## src/rtl/stby_pkg.sv

```systemverilog
package stby_pkg;
  typedef enum logic [2:0] {
    ST_RUN,
    ST_STANDBY,
    ST_SETTLE,
    ST_WAKE_IRQ,
    ST_RESET_HOLD
  } stby_state_e;
endpackage

```

## src/rtl/stby_wake_qual.sv

```systemverilog
module stby_wake_qual #(
  parameter int N_IRQ = 15
) (
  input  logic             nmi,
  input  logic [N_IRQ-1:0] irq,
  input  logic [N_IRQ-1:0] irq_wake_en,
  input  logic [N_IRQ-1:0] irq_cpu_mask,
  input  logic [N_IRQ-1:0] irq_dma_src,
  output logic             wake
);
  logic [N_IRQ-1:0] line_ok;

  // A line wakes only if enabled, unmasked at the CPU and not routed to DMA
  for (genvar i = 0; i < N_IRQ; i++) begin : g_line
    assign line_ok[i] = irq[i] & irq_wake_en[i] & ~irq_cpu_mask[i] & ~irq_dma_src[i];
  end

  assign wake = nmi | (|line_ok);
endmodule

```

## src/rtl/stby_settle_timer.sv

```systemverilog
module stby_settle_timer #(
  parameter int CODE_W   = 5,
  parameter int BASE_EXP = 5,
  parameter int SAT_CODE = 17
) (
  input  logic              clk,
  input  logic              rst_n,
  input  logic              latch_en,
  input  logic [CODE_W-1:0] code_in,
  input  logic              clr,
  input  logic              run,
  output logic              done
);
  localparam int CNT_W = SAT_CODE + BASE_EXP + 1;
  localparam int EXP_W = $clog2(SAT_CODE + BASE_EXP + 1);

  logic [CODE_W-1:0] sat_code;
  logic [EXP_W-1:0]  exp_d;
  logic [CNT_W-1:0]  limit_d, limit_q, cnt_q, cnt_d;

  always_comb begin
    sat_code = (code_in > CODE_W'(SAT_CODE)) ? CODE_W'(SAT_CODE) : code_in;
    exp_d    = EXP_W'(sat_code) + EXP_W'(BASE_EXP);
    limit_d  = (CNT_W'(1) << exp_d) - CNT_W'(1);
  end

  always_comb begin
    cnt_d = cnt_q;
    if (clr)      cnt_d = '0;
    else if (run) cnt_d = cnt_q + CNT_W'(1);
  end

  always_ff @(posedge clk or negedge rst_n) begin
    if (!rst_n) begin
      limit_q <= '0;
      cnt_q   <= '0;
    end else begin
      if (latch_en) limit_q <= limit_d;
      if (clr || run) cnt_q <= cnt_d;
    end
  end

  assign done = run && (cnt_q == limit_q);

  // the counter never runs past the limit while settling
  assert_cnt_in_window_R6: assert property (@(posedge clk) disable iff (!rst_n)
    run |-> (cnt_q <= limit_q));

  // the limit is frozen for the whole settling window
  assert_limit_frozen_R8: assert property (@(posedge clk) disable iff (!rst_n)
    (run && $past(run)) |-> $stable(limit_q));
endmodule

```

## src/rtl/stby_ctrl.sv

```systemverilog
module stby_ctrl
  import stby_pkg::*;
#(
  parameter int N_IRQ    = 15,
  parameter int CODE_W   = 5,
  parameter int BASE_EXP = 5,
  parameter int SAT_CODE = 17
) (
  input  logic              clk,
  input  logic              rst_n,
  input  logic              sleep_req,
  input  logic              stby_sel,
  input  logic              wdt_run,
  input  logic [CODE_W-1:0] settle_code,
  input  logic              nmi,
  input  logic [N_IRQ-1:0]  irq,
  input  logic [N_IRQ-1:0]  irq_wake_en,
  input  logic [N_IRQ-1:0]  irq_cpu_mask,
  input  logic [N_IRQ-1:0]  irq_dma_src,
  input  logic              res_pin_n,
  output logic              osc_en,
  output logic              clk_en,
  output logic              periph_rst,
  output logic              irq_exc_start,
  output logic              rst_exc_start,
  output logic              sleep_refused
);
  stby_state_e st_q, st_d;
  logic wake, tmr_done;
  logic enter_d, start_d, refuse_d, rst_go_d;
  logic periph_q, refuse_q, rst_go_q;

  stby_wake_qual #(.N_IRQ(N_IRQ)) u_qual (
    .nmi          (nmi),
    .irq          (irq),
    .irq_wake_en  (irq_wake_en),
    .irq_cpu_mask (irq_cpu_mask),
    .irq_dma_src  (irq_dma_src),
    .wake         (wake)
  );

  stby_settle_timer #(
    .CODE_W   (CODE_W),
    .BASE_EXP (BASE_EXP),
    .SAT_CODE (SAT_CODE)
  ) u_timer (
    .clk      (clk),
    .rst_n    (rst_n),
    .latch_en (enter_d),
    .code_in  (settle_code),
    .clr      (start_d),
    .run      (st_q == ST_SETTLE),
    .done     (tmr_done)
  );

  // next-state logic; the reset pin overrides every state
  always_comb begin
    st_d     = st_q;
    enter_d  = 1'b0;
    start_d  = 1'b0;
    refuse_d = 1'b0;
    rst_go_d = 1'b0;
    if (!res_pin_n) begin
      st_d = ST_RESET_HOLD;
    end else begin
      case (st_q)
        ST_RUN: begin
          if (sleep_req && stby_sel) begin
            if (wdt_run) begin
              refuse_d = 1'b1;
            end else begin
              st_d    = ST_STANDBY;
              enter_d = 1'b1;
            end
          end
        end
        ST_STANDBY: begin
          if (wake) begin
            st_d    = ST_SETTLE;
            start_d = 1'b1;
          end
        end
        ST_SETTLE: begin
          if (tmr_done) st_d = ST_WAKE_IRQ;
        end
        ST_WAKE_IRQ: st_d = ST_RUN;
        ST_RESET_HOLD: begin
          st_d     = ST_RUN;
          rst_go_d = 1'b1;
        end
        default: st_d = ST_RESET_HOLD;
      endcase
    end
  end

  always_ff @(posedge clk or negedge rst_n) begin
    if (!rst_n) begin
      st_q     <= ST_RESET_HOLD;
      periph_q <= 1'b0;
      refuse_q <= 1'b0;
      rst_go_q <= 1'b0;
    end else begin
      st_q     <= st_d;
      periph_q <= enter_d;
      refuse_q <= refuse_d;
      rst_go_q <= rst_go_d;
    end
  end

  assign osc_en        = (st_q != ST_STANDBY);
  assign clk_en        = (st_q == ST_RUN) || (st_q == ST_WAKE_IRQ) || (st_q == ST_RESET_HOLD);
  assign irq_exc_start = (st_q == ST_WAKE_IRQ);
  assign periph_rst    = periph_q;
  assign rst_exc_start = rst_go_q;
  assign sleep_refused = refuse_q;

  // a running watchdog blocks entry and flags the refusal
  assert_wdt_refuse_R2: assert property (@(posedge clk) disable iff (!rst_n)
    (st_q == ST_RUN && res_pin_n && sleep_req && stby_sel && wdt_run)
      |=> (clk_en && sleep_refused));

  // the peripheral strobe appears only while parked
  assert_periph_in_standby_R3: assert property (@(posedge clk) disable iff (!rst_n)
    periph_rst |-> (!osc_en && !clk_en));

  // leaving standby for settling always had a qualified source
  assert_qualified_wake_R5: assert property (@(posedge clk) disable iff (!rst_n)
    (st_q == ST_SETTLE && $past(st_q) == ST_STANDBY)
      |-> $past(nmi || (|(irq & irq_wake_en & ~irq_cpu_mask & ~irq_dma_src))));

  // the reset pin brings clocks on one cycle later without settling
  assert_pin_clocks_R9: assert property (@(posedge clk) disable iff (!rst_n)
    !res_pin_n |=> (osc_en && clk_en && !irq_exc_start));

  // the reset exception pulse lasts one cycle
  assert_rst_pulse_R10: assert property (@(posedge clk) disable iff (!rst_n)
    rst_exc_start |=> !rst_exc_start);
endmodule

```

## config.mk

```make
export PLATFORM = sky130hd
export DESIGN_NAME = stby_ctrl
export DESIGN_NICKNAME = d
export VERILOG_FILES = /design/src/rtl/stby_pkg.sv /design/src/rtl/stby_wake_qual.sv /design/src/rtl/stby_settle_timer.sv /design/src/rtl/stby_ctrl.sv
export SDC_FILE = /design/constraint.sdc
export NUM_CORES = 1
export LEC_CHECK = 0
export ABC_CLOCK_PERIOD_IN_PS = 2870
export BUFFER_PORTS_ARGS = -buffer_cell sky130_fd_sc_hd__buf_2
export CAP_MARGIN = 20
export CORE_AREA = 2 2 84 86
export CTS_BUF_LIST = sky130_fd_sc_hd__clkbuf_8
export CTS_CLUSTER_SIZE = 25
export DETAILED_ROUTE_END_ITERATION = 10
export DIE_AREA = 0 0 86 88
export PLACE_DENSITY = 0.72
export SLEW_MARGIN = 30
export SYNTH_ARGS = -nofsm -noshare
export SYNTH_HDL_FRONTEND = slang
export SYNTH_SLANG_ARGS = --single-unit
```

## constraint.sdc

```tcl
create_clock -name clk -period 2.87 [get_ports clk]
set_input_delay 0.574 -clock clk [delete_from_list [all_inputs] [get_ports clk]]
set_output_delay 0.574 -clock clk [all_outputs]
set_load 0.1 [all_outputs]
```

==> flow_summary.json <==
{
  "clock_power_share_pct": 27.3,
  "cts.clk_slew.worst_paths_ns": 0.09,
  "grt_max_degree": 29,
  "outcome": "finished clean",
  "setup_viol": 0,
  "cts_buffers": 5,
  "start_util_pct": 43.7,
  "clockRootBuffer": "clkbuf_8",
  "ys_seq_area_share_pct": 44.9,
  "ios": 78,
  "drt-initial-drc-count": 143,
  "period_minus_slack_ns": 2.26,
  "routed_wirelength_um": 6980,
  "cts_setup_buffers": 0,
  "core-area_um2": 6640,
  "internal-power_mw": 1.38,
  "drive_gt1_share_pct": 25.8,
  "synth_cell_types": 39,
  "layout.nets": 457,
  "place_congestion": 0.829,
  "antenna_found_initial": 0,
  "avgSynthCellArea_um2": 9.40,
  "critPathMaxStageDelay_ns": 0.51,
  "drc": 0,
  "required_ns": 2.30,
  "areaGrowthSynthToFinish_pct": 20.1,
  "worstPathCellList": "inv_1 -> or3_1 -> buf_2",
  "final_cell_area_um2": 3490,
  "whs_ns": 0.247,
  "grt_pass1_wl_um": 11400,
  "yosys_warnings": 0,
  "cts_tree": "yes",
  "period_share_pct": 78.7,
  "ant_nets": 0,
  "start_kind": "flip-flop",
  "cts_hold_buf": 0,
  "p_per_area_nw_per_um2": 566,
  "dieHeight_um": 88,
  "dieArea_um2": 7570,
  "ctsHtreeMaxLevel": 2,
  "vias": 2522,
  "hold_violations": 0,
  "critPathTopFamily": "flip-flops",
  "arrival_ns": 1.69,
  "cp-end-kind": "output pin",
  "routed_via_density": 5.44,
  "hold_path.class": "in -> async",
  "timing.fmax_mhz": 443,
  "rows": 30,
  "place_area_um2": 3360,
  "rsz0062_at_grt": "false",
  "vdd_drop_max_uv": 376,
  "wl_per_cell_um": 15.0,
  "setup_tns_ns": 0,
  "crit_slowest_cell": "dfrtp_1",
  "cts_sinks": 52,
  "power.leakage_nw": 1.58,
  "swShare_pct": 30.1,
  "cap_viol_max_count": 0,
  "tightest_slew_ns": 0.728,
  "syn-instance-count": 309,
  "final_common_cell": "buf_2",
  "syn_area_um2": 2900,
  "firstDrtPassIters": 4,
  "cts_resized": 0,
  "hpwlAfterDp_um": 5400,
  "insertion_delay_ns": 0.31,
  "grt_pass1_vias": 2475,
  "track_usage_pct": 19.4,
  "insertedDiodeCount": 0,
  "port_buffers": 77,
  "clockBufferDepth": 2,
  "p_switching_mw": 0.595,
  "combPwrFrac_pct": 20.6,
  "dieWidth_um": 86,
  "grt-ovfl-total": 0,
  "p_seq_share_pct": 52.1,
  "fin_worst_skew_ns": 0.00963,
  "path_max_fanout": 8,
  "most-common-layout-cells": "77 x buf_2, 51 x dfrtp_1, 40 x nor2_1, 38 x xor2_1, 34 x nand2_1",
  "crit_buf_inv": 2,
  "finalMaxSlewViolations": 0,
  "critPathKind": "reg -> out",
  "yosys_register_bits": 52,
  "relSlewSlack_pct": 51.4
}
## synth_stat cells
master | n | share of area, %
buf_6 | 4 | 1.6
mux2i_1 | 2 | 0.69
nor3_1 | 3 | 0.52
o21ai_0 | 12 | 2.1
and3_2 | 3 | 0.78
a221oi_1 | 1 | 0.30
nand2_1 | 34 | 4.4
and2_1 | 3 | 0.65
buf_1 | 2 | 0.26
nor4b_2 | 1 | 0.52
a21oi_1 | 5 | 0.86
xnor2_1 | 5 | 1.5
nor3b_4 | 1 | 0.65
conb_1 | 1 | 0.13
a21boi_0 | 1 | 0.26
ha_1 | 2 | 0.86
xor2_1 | 38 | 11
nor4_1 | 11 | 2.4
nand2b_1 | 6 | 1.3
clkbuf_1 | 9 | 1.2
nand4_1 | 13 | 2.8
and4_1 | 3 | 0.90
nor3b_1 | 2 | 0.52
or3_1 | 6 | 1.3
nor2_1 | 41 | 5.3
a31oi_1 | 11 | 2.4
a22o_1 | 1 | 0.30
nor4bb_1 | 15 | 5.2
nand3_2 | 1 | 0.34
o21a_1 | 2 | 0.52
o21bai_1 | 1 | 0.26
or2_2 | 1 | 0.22
inv_1 | 3 | 0.39
dfrtp_1 | 51 | 44
nand3_1 | 10 | 1.7
o211ai_1 | 1 | 0.26
dfstp_2 | 1 | 0.90
and3_1 | 1 | 0.22
and2b_2 | 1 | 0.30
## worst register-to-register path, delay by kind of cell (launching register included)
kind	cells	cell delay [ns]
and+or+nand+nor	4	1.42
DFF	1	0.56
AOI/OAI and AO/OA	1	0.14
## power groups by stage
stage                     Combinational [mW]  Clock [mW]  Sequential (mW)
after CTS                              0.411       0.549             1.03
final                                  0.407       0.538             1.03
after floorplan                        0.278           0            0.999
after global placement                 0.391           0             1.03
after detailed placement               0.411           0             1.04
after global routing                   0.465       0.584             1.05
## final timing paths
check | slack (ns) | cells past startpoint | to | startpoint
worst max-delay path | 0.61 | 3 | osc_en | st_q[0]
worst min-delay path | 0.25 | 1 | u_timer.cnt_q[20] | rst_n
worst max register to register | 0.68 | 5 | u_timer.cnt_q[21] | st_q[1]
worst min register to register | 0.49 | 1 | u_timer.limit_q[3] | u_timer.limit_q[3]
max in group asynchronous | 2.00 | 2 | st_q[2] | rst_n
min in group clk | 0.46 | 2 | st_q[2] | res_pin_n
## layer usage
| metal | track usage [%] | part of all wire, % |
|---|---|---|
| met5 | 0 | 0 |
| met4 | 5.92 | 0.95 |
| met3 | 3.39 | 8.0 |
| met1 | 23.3 | 41 |
| met2 | 35.6 | 50 |
## kinds of logic (layout without fill, tap and decap cells)
family,after synthesis,count (layout),share of synthesized area (%)
flops,52,52,44.9
fa+ha+maj,2,2,0.862
xor+xnor,43,43,13.0
buf+inv,18,92,3.36
mux,2,2,0.689
other cells,1,2,0.129
simple gates,156,156,29.9
compound gates,35,35,7.20
## final cells by class
cell class / instances / area (µm²)
Inverter: 3 / 11.3
Clock buffer: 7 / 96.3
Multi-Input combinational cell: 240 / 1520
Fill cell: 623 / 3160
Tap cell: 80 / 100
Timing Repair Buffer: 81 / 428
Sequential cell: 52 / 1300
Clock inverter: 1 / 30.0
## state kept, by name, indices dropped and copies added (netlist names)
| name | cells |
|---|---|
| rst_exc_start | 1 |
| periph_rst | 1 |
| u_timer.limit_q | 23 |
| u_timer.cnt_q | 23 |
| sleep_refused | 1 |
| st_q | 3 |
## metrics by stage
stage / utilization (%) / power, mW / std cells / setup slack [ns]
6_report: 52.5 / 1.97 / 464 / 0.610
3_3_place_gp: 50.4 / 1.42 / 454 / 0.409
2_1_floorplan: - / 1.28 / 310 / 0.0830
3_5_place_dp: 50.6 / 1.45 / 456 / 0.558
5_1_grt: 52.5 / 2.10 / 464 / 0.495
4_1_cts: 52.5 / 1.99 / 464 / 0.588
No activity file was read; power rests on OpenSTA's default activity.
